===== config.mk =====
export PLATFORM = sky130hd
export DESIGN_NAME = omc_cell
export DESIGN_NICKNAME = d
export VERILOG_FILES = /design/src/rtl/omc_pkg.sv /design/src/rtl/omc_clk_sel.sv /design/src/rtl/omc_reg.sv /design/src/rtl/omc_out.sv /design/src/rtl/omc_cell.sv
export SDC_FILE = /design/constraint.sdc
export NUM_CORES = 1
export LEC_CHECK = 0
export BUFFER_PORTS_ARGS = -buffer_cell sky130_fd_sc_hd__buf_2
export CAP_MARGIN = 30
export CORE_AREA = 2 2 39 41
export DETAILED_ROUTE_END_ITERATION = 12
export DIE_AREA = 0 0 41 43
export PLACE_DENSITY_LB_ADDON = 0.12
export SETUP_SLACK_MARGIN = 0.1
export SLEW_MARGIN = 20
export SYNTH_ARGS = -nofsm -noshare
export SYNTH_HDL_FRONTEND = slang
export SYNTH_SLANG_ARGS = --single-unit

===== constraint.sdc =====
create_clock -name clk -period 5.3 [get_ports clk]
set_clock_uncertainty 0.1 [all_clocks]
set_input_delay 1.06 -clock clk [delete_from_list [all_inputs] [get_ports clk]]
set_output_delay 1.06 -clock clk [all_outputs]
set_load 0.02 [all_outputs]

===== src/rtl/omc_pkg.sv =====
`timescale 1ns/1ps
package omc_pkg;

    typedef enum logic [2:0] {
        CFG_REG_OUT = 3'd0,
        CFG_REG_IN  = 3'd1,
        CFG_COMB_IO = 3'd2,
        CFG_DED_IO  = 3'd3,
        CFG_DED_IN  = 3'd4
    } cell_cfg_e;

    typedef struct packed {
        logic data;    // D, or J in J-K mode
        logic k;
        logic fc;      // 0: D, 1: J-K
        logic preset;
        logic reset;
    } reg_ctl_t;

    function automatic logic next_state(logic q, logic fc, logic j, logic k);
        logic n;
        if (!fc) begin
            n = j;
        end else begin
            case ({j, k})
                2'b00:   n = q;
                2'b01:   n = 1'b0;
                2'b10:   n = 1'b1;
                default: n = ~q;
            endcase
        end
        return n;
    endfunction

    function automatic logic cfg_clocks_reg(cell_cfg_e m);
        return (m == CFG_REG_OUT) || (m == CFG_REG_IN) || (m == CFG_COMB_IO);
    endfunction

    function automatic logic cfg_input_only(cell_cfg_e m);
        return !((m == CFG_REG_OUT) || (m == CFG_COMB_IO) || (m == CFG_DED_IO));
    endfunction

endpackage


===== src/rtl/omc_clk_sel.sv =====
`timescale 1ns/1ps
module omc_clk_sel (
    input  logic clk,
    input  logic rst,
    input  logic ext_clk,
    input  logic pt_clk,
    input  logic use_pt,
    input  logic allow,
    output logic evt
);
    logic prev_ext, prev_pt;
    logic ext_rise, pt_rise;

    // Sampled levels start high so a level already high at release is not an edge
    always_ff @(posedge clk) begin
        if (rst) begin
            prev_ext <= 1'b1;
            prev_pt  <= 1'b1;
        end else begin
            prev_ext <= ext_clk;
            prev_pt  <= pt_clk;
        end
    end

    assign ext_rise = ext_clk & ~prev_ext;
    assign pt_rise  = pt_clk  & ~prev_pt;
    assign evt      = allow & (use_pt ? pt_rise : ext_rise);

    // a rising edge needs a low sample in between
    assert_ext_single_R9: assert property (@(posedge clk) disable iff (rst)
        ext_rise |=> !ext_rise);
    assert_pt_single_R9: assert property (@(posedge clk) disable iff (rst)
        pt_rise |=> !pt_rise);
endmodule


===== src/rtl/omc_reg.sv =====
`timescale 1ns/1ps
module omc_reg
    import omc_pkg::*;
(
    input  logic     clk,
    input  logic     rst,
    input  logic     evt,
    input  reg_ctl_t ctl,
    output logic     q
);
    logic q_reg, q_nxt;

    always_comb q_nxt = next_state(q_reg, ctl.fc, ctl.data, ctl.k);

    always_ff @(posedge clk) begin
        if (rst)             q_reg <= 1'b0;
        else if (ctl.reset)  q_reg <= 1'b0;
        else if (ctl.preset) q_reg <= 1'b1;
        else if (evt)        q_reg <= q_nxt;
    end

    // Forcing terms act without waiting for a clock event; reset dominates
    assign q = ctl.reset ? 1'b0 : (ctl.preset ? 1'b1 : q_reg);

    assert_hold_without_event_R9: assert property (@(posedge clk) disable iff (rst)
        (!evt && !ctl.preset && !ctl.reset) |=> (q_reg == $past(q_reg)));
    assert_d_load_R7: assert property (@(posedge clk) disable iff (rst)
        (evt && !ctl.fc && !ctl.preset && !ctl.reset) |=> (q_reg == $past(ctl.data)));
    assert_jk_toggle_R8: assert property (@(posedge clk) disable iff (rst)
        (evt && ctl.fc && ctl.data && ctl.k && !ctl.preset && !ctl.reset)
        |=> (q_reg != $past(q_reg)));
    assert_reset_wins_R11: assert property (@(posedge clk) disable iff (rst)
        (ctl.reset && ctl.preset) |=> !q_reg);
endmodule


===== src/rtl/omc_out.sv =====
`timescale 1ns/1ps
module omc_out
    import omc_pkg::*;
(
    input  cell_cfg_e mode,
    input  logic      pol_inv,
    input  logic      oe_sel_pt,
    input  logic      ext_oe,
    input  logic      pt_oe,
    input  logic      sum_comb,
    input  logic      q,
    input  logic      pin_in,
    output logic      pin_out,
    output logic      pin_oe,
    output logic      fb_pin
);
    logic oe_raw;

    always_comb begin
        oe_raw = oe_sel_pt ? pt_oe : ext_oe;
        case (mode)
            CFG_REG_OUT: begin
                pin_out = ~q;
                pin_oe  = oe_raw;
            end
            CFG_COMB_IO, CFG_DED_IO: begin
                pin_out = sum_comb ^ pol_inv;
                pin_oe  = oe_raw;
            end
            default: begin
                pin_out = 1'b0;
                pin_oe  = 1'b0;
            end
        endcase
        fb_pin = pin_oe ? pin_out : pin_in;
    end
endmodule


===== src/rtl/omc_cell.sv =====
`timescale 1ns/1ps
module omc_cell
    import omc_pkg::*;
(
    input  logic       clk,
    input  logic       rst,
    input  logic [2:0] cfg_mode,
    input  logic       cfg_pol_inv,
    input  logic       cfg_clk_pt,
    input  logic       cfg_oe_pt,
    input  logic       ext_clk,
    input  logic       ext_oe,
    input  logic       sum_reg,
    input  logic       sum_comb,
    input  logic       pt_k,
    input  logic       pt_fc,
    input  logic       pt_clk,
    input  logic       pt_oe,
    input  logic       pt_preset,
    input  logic       pt_reset,
    input  logic       pin_in,
    output logic       pin_out,
    output logic       pin_oe,
    output logic       fb_reg,
    output logic       fb_pin
);
    cell_cfg_e mode_e;
    reg_ctl_t  ctl;
    logic      evt;
    logic      q;

    assign mode_e = cell_cfg_e'(cfg_mode);

    always_comb begin
        ctl.data   = (mode_e == CFG_REG_IN) ? pin_in : sum_reg;
        ctl.k      = pt_k;
        ctl.fc     = pt_fc;
        ctl.preset = pt_preset;
        ctl.reset  = pt_reset;
    end

    omc_clk_sel u_clk (
        .clk     (clk),
        .rst     (rst),
        .ext_clk (ext_clk),
        .pt_clk  (pt_clk),
        .use_pt  (cfg_clk_pt),
        .allow   (cfg_clocks_reg(mode_e)),
        .evt     (evt)
    );

    omc_reg u_reg (
        .clk (clk),
        .rst (rst),
        .evt (evt),
        .ctl (ctl),
        .q   (q)
    );

    omc_out u_out (
        .mode      (mode_e),
        .pol_inv   (cfg_pol_inv),
        .oe_sel_pt (cfg_oe_pt),
        .ext_oe    (ext_oe),
        .pt_oe     (pt_oe),
        .sum_comb  (sum_comb),
        .q         (q),
        .pin_in    (pin_in),
        .pin_out   (pin_out),
        .pin_oe    (pin_oe),
        .fb_pin    (fb_pin)
    );

    assign fb_reg = q;

    // input-only configurations never drive the pad
    assert_input_only_R6: assert property (@(posedge clk) disable iff (rst)
        cfg_input_only(mode_e) |-> !pin_oe);
    // registered output carries the inverted state whatever the polarity bit
    assert_regout_inverted_R12: assert property (@(posedge clk) disable iff (rst)
        (mode_e == CFG_REG_OUT) |-> (pin_out == !fb_reg));
    // dedicated configurations freeze the register unless forced
    assert_frozen_R4: assert property (@(posedge clk) disable iff (rst)
        (!cfg_clocks_reg(mode_e) && !pt_preset && !pt_reset)
        |=> ((fb_reg == $past(fb_reg)) || pt_preset || pt_reset));
endmodule


Yosys cells after proc, flatten, opt, wreduce, memory -nomap -nowiden
Cells that the tools add are included.

Register bits after elaboration: 3. Input bits: 19. Output and inout bits: 4. Logic and storage cells: 38.

Equality and inequality tests: 6. Multiplexer cells: 12. Bitwise gates (word level): 8. Reductions and logical operators: 9.

Operators by type and width (count): $mux 1 (10); $eq 3x2->1 const B (2); $not 1->1 (4); $reduce_or 2->1 (2); $and 1x1->1 (3); $eq 3x1->1 const B (1); $logic_not 3->1 (1); $ne 3x3->1 const B (1); $pmux 1 s3 (1); $reduce_or 3->1 (1); $eq 2x1->1 const B (1); $eq 2x2->1 const B (1); $logic_not 2->1 (1); $logic_or 1x1->1 (2); $pmux 1 s2 (1); $reduce_and 2->1 (1); $reduce_bool 2->1 (1); $xor 1x1->1 (1).

Logic depth before layout (Yosys ltp)
Gate-level depths: netlist of run 1.

Depth after elaboration: 7. Mapped depth: 8.

Cells and area by module
Synthesis of run 1 repeated with hierarchy kept, for this count alone.

Cells, all modules: 35. Area, all modules: 284.0 um^2.

Modules (own cells, without submodules): omc_reg (times used 1, cells an instance 16, area an instance 112.6 um^2, seq. area each 20.0 um^2); omc_clk_sel (times used 1, cells an instance 7, area an instance 76.3 um^2, seq. area each 40.0 um^2); omc_out (times used 1, cells an instance 9, area an instance 62.6 um^2, seq. area each 0.0 um^2); omc_cell (times used 1, cells an instance 3, area an instance 32.5 um^2, seq. area each 0.0 um^2).

Worst setup path before layout of run 1
Ideal clock, no wire load.

Path kind: input -> output. From: in cfg_mode[0]. To: out fb_pin. Arrival time: 1.985 ns. Path slack: 2.155 ns. Stages: 3. Buffers on the path: 0. Cells stage by stage: nor2b_1 > nor3_2 > mux2_2.

Word-level cells in the longest chain between the ends: 4. Elaborated cells on any way between the ends: 8.

RTL lines: start, declared (line omc_cell.sv:7) `input logic [2:0] cfg_mode,`; $eq 3x2->1 or $logic_not 3->1 (tied branches) (line omc_out.sv:21) `case (mode)`; $reduce_or 3->1 (no source line) (*); $mux 1 (*) (line omc_out.sv:21); named net pin_oe (line omc_cell.sv:23) `output logic pin_oe,`; $mux 1 (*) (line omc_out.sv:35) `fb_pin = pin_oe ? pin_out : pin_in;`; end, declared (line omc_cell.sv:25) `output logic fb_pin`.

Mark *: on every way through the listed nets, which the timed path passes. The rest lies on a longest branch.

Final worst setup path of run 1
From: in cfg_mode[0]. To: out fb_pin.

Word-level cells in the longest chain between the ends: 4. Elaborated cells on any way between the ends: 8.

RTL lines (line): $eq 3x2->1 or $logic_not 3->1 (tied branches) (omc_out.sv:21); $reduce_or 2->1 or $reduce_or 3->1 (tied branches); $pmux 1 s2 or $mux 1 (tied branches) (omc_out.sv:21); $mux 1 (*) (omc_out.sv:35).

Every way passes the cells marked *; elsewhere a longest branch is shown, timed or not.

==> key figures, run 1 <==
Die
  • Count of standard-cell rows: 14
  • Starting density of the core: 19.5%
  • Full die area: 0.00176 sq mm
  • Die Ht: 43 microns
  • I/O pin count: 23
  • Core Region: 0.00138 sq mm
  • Overall die width: 41 microns

Timing
  • Worst slew slack as a fraction of its limit: 82.8%
  • Setup_tns: 0 ns
  • Minimum clock period: 3.15 ns
  • Worst-Margin Slew: 0.251 ns
  • Final worst-path cycle share: 59.4%
  • Total count of max-transition violations in the final report: 0
  • RSZ-0062 raised after global routing: false
  • Count of endpoints failing setup in the final report: 0
  • Peak Freq: 318 MHz
  • Final count of hold timing violations: 0

Setup path
  • Crit-path slowest cell: sky130_fd_sc_hd__mux2_2
  • CP startpoint kind: input port
  • Number of buffer and inverter stages on the critical path: 2
  • Ordered list of cells on the worst path: buf_2 -> nor2b_1 -> nor3_2 -> mux2_2 -> buf_2
  • Critical path data arrival time: 1.99 ns
  • Critical-path maximum fanout: 4
  • Cell type group with the largest total delay on the critical path: multiplexers
  • Category of the critical setup timing path: in2out
  • Endpoint kind of the worst setup timing path: output port
  • Worst stage delay on the critical path: 0.35 ns
  • Endpoint required time on the critical path: 4.14 ns
  • Critical path's most frequent cell: sky130_fd_sc_hd__buf_2

Yosys
  • Number of enable-type register cells in the synthesized netlist: 0
  • Sequential cell area fraction in the yosys report: 22.2%
  • Register bit total from synthesis: 3
  • Dominant synthesized flop cell: sky130_fd_sc_hd__dfxtp_1
  • Per-instance average area after synthesis: 8.45 sq um
  • Number of distinct library cells after synthesis: 21
  • Cell type contributing the most total cell area after synthesis: sky130_fd_sc_hd__dfxtp_1
  • Synth cell count leaders: sky130_fd_sc_hd__dfxtp_1 (3), sky130_fd_sc_hd__nor2_1 (3)
  • Async set-or-reset flop fraction in the synthesized netlist: 0%
  • Synthesized net count: 53
  • Gate Count Post-Synth: 32
  • Synthesis Warnings: 0
  • Share of Yosys cell area claimed by the top area cell type: 22.2%
  • Syn Std Cell Area: 270 sq um
  • Synth top area cells: sky130_fd_sc_hd__dfxtp_1 (22%), sky130_fd_sc_hd__ha_1 (9.3%), sky130_fd_sc_hd__mux2i_1 (7.4%)

Routing
  • Residual DRC count: 0
  • Drt total wl: 688 microns
  • Antenna violation net count after detailed routing: 0
  • Average wire length per cell after detail routing: 9.30 microns
  • Vias: 320
  • Via density per instance: 4.32
  • DRC marker count from the first detailed-route iteration: 1
  • 1st-pass router iterations: 4

CTS
  • Hold buffer count at CTS: 0
  • TritonCTS buffer count: 3
  • Clock transition time at the flip-flop clock pins of the worst setup and hold paths: 0.03 ns
  • Maximum buffer depth of the clock tree: 2
  • CTS tree: done
  • Number of cells upsized or downsized after cts: 0
  • Total clock sinks: 3
  • Insertion delay to the later sink of the worst-skew pair: 0.23 ns
  • H-Tree Depth: 1
  • Total setup buffers inserted after CTS: 0
  • Master cell of the clock root buffer: sky130_fd_sc_hd__clkbuf_4

Global route
  • Number of antenna violations at the first check in global routing: 0
  • Number of global-route vias before repair: 312
  • Tot GR Track Use: 8.72%
  • Global-route wire length before repair: 1.04 mm
  • Congestion Overflow GR: 0
  • Largest net degree at the start of global routing: 6

Power and ir drop
  • Max VDD drop: 0.000116 V
  • Pleak: 0.228 nW
  • Total power divided by cell area: 207 mW/mm^2

Placed design
  • Count of input and output buffers: 22
  • Last weighted congestion value of the routability-driven placer: 0.606
  • DP Area: 400 sq um
  • HPWL reported at the end of detailed placement: 626 microns

Finish
  • Final non-filler cell area: 427 sq um
  • Area growth from synthesis to final layout: 57.9%
  • NumNets Final: 80
  • Share of final-layout standard cells stronger than drive strength 1: 51.7%
  • Number of fill cells in the layout: 160
  • Antenna diode count: 0

Status
  • Result of the run: completed

Worst hold path
  • Worst min-delay path class: reg2reg

Job
  • Maxcap violations: 0
## worst register-to-register path: cells and delay by family, from the launching register on
| kind | cells | cell delay [ns] |
|---|---|---|
| compound gates | 2 | 0.35 |
| flops | 1 | 0.29 |
| simple gates | 1 | 0.19 |
## stage by stage
stage	hold WS (ns)	worst slack (ns)	total power [W]	std cells	util, %
4_1_cts	0.480	2.15	0.0000911	74	30.8
5_1_grt	0.504	2.09	0.0000957	74	30.8
2_1_floorplan	0.442	2.15	0.0000382	32	-
3_3_place_gp	0.470	2.14	0.0000506	70	28.9
6_report	0.471	2.15	0.0000883	74	30.8
3_5_place_dp	0.473	2.15	0.0000503	70	28.9
## report_power, final
group	total (W)	switching (W)	internal, W
combinational	0.0000254	0.0000126	0.0000128
sequential	0.0000243	0.000000348	0.0000239
clock	0.0000386	0.0000105	0.0000281
total	0.0000883	0.0000234	0.0000649
## kinds of logic (layout without fill, tap and decap cells)
logic type / after synthesis / count (layout) / synth area share [%]
fa+ha+maj: 2 / 2 / 9.26
compound gates: 6 / 6 / 15.7
buf+inv: 2 / 28 / 2.78
flops: 3 / 3 / 22.2
simple gates: 15 / 15 / 35.2
xor+xnor: 1 / 1 / 3.24
mux: 3 / 3 / 11.6
## cell usage in the layout, fill, tap and decap left out
master | synthesis | layout
sky130_fd_sc_hd__and3b_1 | 1 | 1
sky130_fd_sc_hd__o31ai_1 | 1 | 1
sky130_fd_sc_hd__clkbuf_1 | 0 | 1
sky130_fd_sc_hd__nor3_2 | 1 | 1
sky130_fd_sc_hd__nor3b_2 | 1 | 1
sky130_fd_sc_hd__buf_2 | 0 | 22
sky130_fd_sc_hd__mux2i_1 | 2 | 2
sky130_fd_sc_hd__nand2b_1 | 2 | 2
sky130_fd_sc_hd__clkbuf_4 | 0 | 3
sky130_fd_sc_hd__nand2_1 | 2 | 2
sky130_fd_sc_hd__mux2_2 | 1 | 1
sky130_fd_sc_hd__dfxtp_1 | 3 | 3
sky130_fd_sc_hd__o21ai_1 | 1 | 1
sky130_fd_sc_hd__a221oi_1 | 1 | 1
sky130_fd_sc_hd__or2_2 | 2 | 2
sky130_fd_sc_hd__o211a_1 | 1 | 1
sky130_fd_sc_hd__o21ai_0 | 1 | 1
sky130_fd_sc_hd__nor2b_1 | 2 | 2
sky130_fd_sc_hd__a31oi_1 | 1 | 1
sky130_fd_sc_hd__nor2_1 | 3 | 3
sky130_fd_sc_hd__inv_1 | 2 | 2
sky130_fd_sc_hd__nor3b_1 | 1 | 1
sky130_fd_sc_hd__ha_1 | 2 | 2
sky130_fd_sc_hd__xor2_1 | 1 | 1
## area by class of cell
| type | instances | area, sq um | area share, % |
|---|---|---|---|
| Multi-Input combinational cell | 27 | 203 | 47.5 |
| Inverter | 2 | 7.51 | 1.76 |
| Timing Repair Buffer | 22 | 110 | 25.8 |
| Tap cell | 16 | 20.0 | 4.69 |
| Clock buffer | 4 | 26.3 | 6.16 |
| Sequential cell | 3 | 60.1 | 14.1 |
## final timing paths
path	start	end	slack, ns	cells after the start
setup / recovery	cfg_mode[0]	fb_pin	2.15	5
hold / removal	u_reg.q_reg	u_reg.q_reg	0.47	3
setup reg to reg	u_clk.prev_ext	u_reg.q_reg	4.25	3
hold reg to reg	u_reg.q_reg	u_reg.q_reg	0.47	3
## metal layers
metal  GRT usage, %  part of all wire, %  wire (microns)  vias to the layer above
met5              0                    0               0                        -
met4           2.00                    0               0                        0
met3           5.24                   10              70                        0
met2           15.3                   51             352                       15
met1           7.99                   38             264                      139
li1               -                    -               -                      166
No activity file was read; power rests on OpenSTA's default activity.
==> inputs of run 2 (changes only) <==
- clock period: 5.3 -> 2.6 ns (I/O delays scaled with it)
==> run 2 against run 1 <==
Net effect: wire length decreased by 0.29%; largest power group unchanged; final cell count unchanged; worst hold slack got worse by 0.079 ns; non-clock buffer count unchanged; largest cell class unchanged; clock power increased by 110%.
==> key figures, run 2 (synthesis gave the netlist of run 1 again) <==
Setup path
  • CP startpoint kind: input port
  • R2r endpoint: u_reg.q_reg
  • Critical path's most frequent cell: sky130_fd_sc_hd__buf_2
  • R2R setup slack: 1.53 ns (-2.72 ns)
  • Category of the critical setup timing path: in2out
  • Crit-path slowest cell: sky130_fd_sc_hd__mux2_2
  • Endpoint required time on the critical path: 1.98 ns (-2.16 ns)
  • Endpoint kind of the worst setup timing path: output port
  • Critical path data arrival time: 1.45 ns (-0.54 ns)
  • Startpoint of the lowest-slack register-to-register path: u_clk.prev_pt
  • Worst stage delay on the critical path: 0.35 ns (about the same)
  • Ordered list of cells on the worst path: buf_2 -> nor2b_1 -> nor3_2 -> mux2_2 -> buf_2
  • Critical-path maximum fanout: 4 (unchanged)
  • Number of buffer and inverter stages on the critical path: 2 (unchanged)
  • Cell type group with the largest total delay on the critical path: multiplexers
  • Worst reg-to-reg path cell count: 4 (+1)

Finish
  • Share of final-layout standard cells stronger than drive strength 1: 51.7% (unchanged)
  • NumNets Final: 80 (unchanged)
  • Antenna diode count: 0 (unchanged)
  • Final non-filler cell area: 427 sq um (unchanged)
  • Commonest cells after routing, fill and taps aside: sky130_fd_sc_hd__buf_2 (22), sky130_fd_sc_hd__nor2_1 (3), sky130_fd_sc_hd__clkbuf_4 (3), sky130_fd_sc_hd__dfxtp_1 (3)
  • Area growth from synthesis to final layout: 57.9% (unchanged)
  • Most common cell after layout, fill and taps aside: sky130_fd_sc_hd__buf_2
  • Number of fill cells in the layout: 162 (+1.3%)

Die
  • Die Ht: 43 microns (unchanged)
  • Count of standard-cell rows: 14 (unchanged)
  • Full die area: 0.00176 sq mm (unchanged)
  • Core Region: 0.00138 sq mm (unchanged)
  • I/O pin count: 23 (unchanged)
  • Overall die width: 41 microns (unchanged)
  • Starting density of the core: 19.5% (unchanged)

Power and ir drop
  • Max VDD drop: 0.000182 V (+57%)
  • Pleak: 0.228 nW (unchanged)
  • Total power divided by cell area: 424 mW/mm^2 (+100%)

Timing
  • Final worst-path cycle share: 79.7%
  • Worst-Margin Slew: 0.275 ns (+0.0239 ns)
  • Peak Freq: 482 MHz
  • Final count of hold timing violations: 0 (unchanged)
  • Setup slack after layout: 0.527 ns (-1.63 ns)
  • RSZ-0062 raised after global routing: false
  • Setup_tns: 0 ns (unchanged)
  • Total count of max-transition violations in the final report: 0 (unchanged)
  • Count of endpoints failing setup in the final report: 0 (unchanged)
  • Minimum clock period: 2.07 ns
  • Worst slew slack as a fraction of its limit: 81.5% (-1.3 points)

CTS
  • Hold buffer count at CTS: 0 (unchanged)
  • TritonCTS buffer count: 3 (unchanged)
  • CTS tree: done
  • Clock transition time at the flip-flop clock pins of the worst setup and hold paths: 0.04 ns (about the same)
  • Total setup buffers inserted after CTS: 0 (unchanged)
  • Maximum buffer depth of the clock tree: 2 (unchanged)
  • Insertion delay to the later sink of the worst-skew pair: 0.23 ns (about the same)
  • Total clock sinks: 3 (unchanged)
  • Number of cells upsized or downsized after cts: 0 (unchanged)
  • H-Tree Depth: 1 (unchanged)
  • Master cell of the clock root buffer: sky130_fd_sc_hd__clkbuf_4

Global route
  • Congestion Overflow GR: 0 (unchanged)
  • Number of antenna violations at the first check in global routing: 0 (unchanged)
  • Global-route wire length before repair: 1.10 mm (+5.4%)
  • Tot GR Track Use: 9.02% (+0.30 points)
  • Largest net degree at the start of global routing: 6 (unchanged)
  • Number of global-route vias before repair: 322 (+3.2%)

Placed design
  • Last weighted congestion value of the routability-driven placer: 0.595 (-1.8%)
  • DP Area: 400 sq um (unchanged)
  • Count of input and output buffers: 22 (unchanged)
  • Placement-stage worst setup slack: 0.358 ns (-1.79 ns)

Routing
  • DRC marker count from the first detailed-route iteration: 1 (unchanged)
  • Average wire length per cell after detail routing: 9.27 microns (-0.29%)
  • 1st-pass router iterations: 2 (-2)
  • Vias: 322 (+0.63%)
  • Via density per instance: 4.35 (+0.63%)
  • Antenna violation net count after detailed routing: 0 (unchanged)
  • Residual DRC count: 0 (unchanged)
  • Drt total wl: 686 microns (-0.29%)

Worst hold path
  • Worst min-delay path class: in2reg
  • Worst Hold Depth: 2 (-1)
  • Worst min-delay path endpoint: u_clk.prev_ext
  • Beginning of the worst hold path: ext_clk

Job
  • Maxcap violations: 0 (unchanged)

Status
  • Result of the run: completed
run 2: cell counts in the layout (fill, tap and decap cells not counted):
No cell type changed its count.
run 2: worst max path at each step:
stage	start	depth (start not counted)	slack [ns]	to
after detailed placement	cfg_mode[1]	8	0.36	u_reg.q_reg
after global routing	pt_preset	6	0.45	fb_pin
after CTS	cfg_mode[0]	5	0.52	fb_pin
after floorplan	cfg_mode[0]	3	0.53	fb_pin
final	cfg_mode[0]	5	0.53	fb_pin
after global placement	cfg_mode[1]	8	0.37	u_reg.q_reg
run 2: through the flow:
stage / total power, W / util [%] / instances / hold WS, ns
6_report: 0.000181 / 30.8 / 74 / 0.392
5_1_grt: 0.000200 / 30.8 / 74 / 0.391
4_1_cts: 0.000187 / 30.8 / 74 / 0.384
3_5_place_dp: 0.000103 / 28.9 / 70 / 0.477
3_3_place_gp: 0.000103 / 28.9 / 70 / 0.489
2_1_floorplan: 0.0000778 / - / 32 / 0.442
run 2: cell type report:
| type | instances | area [sq um] | share of cell area [%] |
|---|---|---|---|
| timing repair buffer | 22 | 110 | 25.8 |
| multi-input combinational | 27 | 203 | 47.5 |
| clock buffer | 4 | 26.3 | 6.16 |
| inverter | 2 | 7.51 | 1.76 |
| tap | 16 | 20.0 | 4.69 |
| sequential | 3 | 60.1 | 14.1 |
run 2: power breakdown:
| part | switching [W] | internal, W | leakage (nW) | total [W] |
|---|---|---|---|---|
| clock | 0.0000222 | 0.0000574 | 0.0150 | 0.0000796 |
| combinational | 0.0000255 | 0.0000262 | 0.188 | 0.0000517 |
| sequential | 0.000000720 | 0.0000488 | 0.0250 | 0.0000495 |
| total | 0.0000485 | 0.000132 | 0.228 | 0.000181 |
run 2: metal layers:
| metal | global-route usage (%) | up-vias | wire length (microns) |
|---|---|---|---|
| li1 | - | 166 | - |
| met1 | 8.31 | 141 | 252 |
| met2 | 16.3 | 15 | 361 |
| met3 | 3.14 | 0 | 72 |
| met4 | 4.00 | 0 | 0 |
| met5 | 0 | - | 0 |
run 2: worst reg2reg max path: stages, from the launching register on:
cell                      delay (ns)
sky130_fd_sc_hd__dfxtp_1        0.29
sky130_fd_sc_hd__and3b_1        0.16
sky130_fd_sc_hd__o21ai_0        0.22
sky130_fd_sc_hd__nand2_1        0.08
sky130_fd_sc_hd__o211a_1        0.11
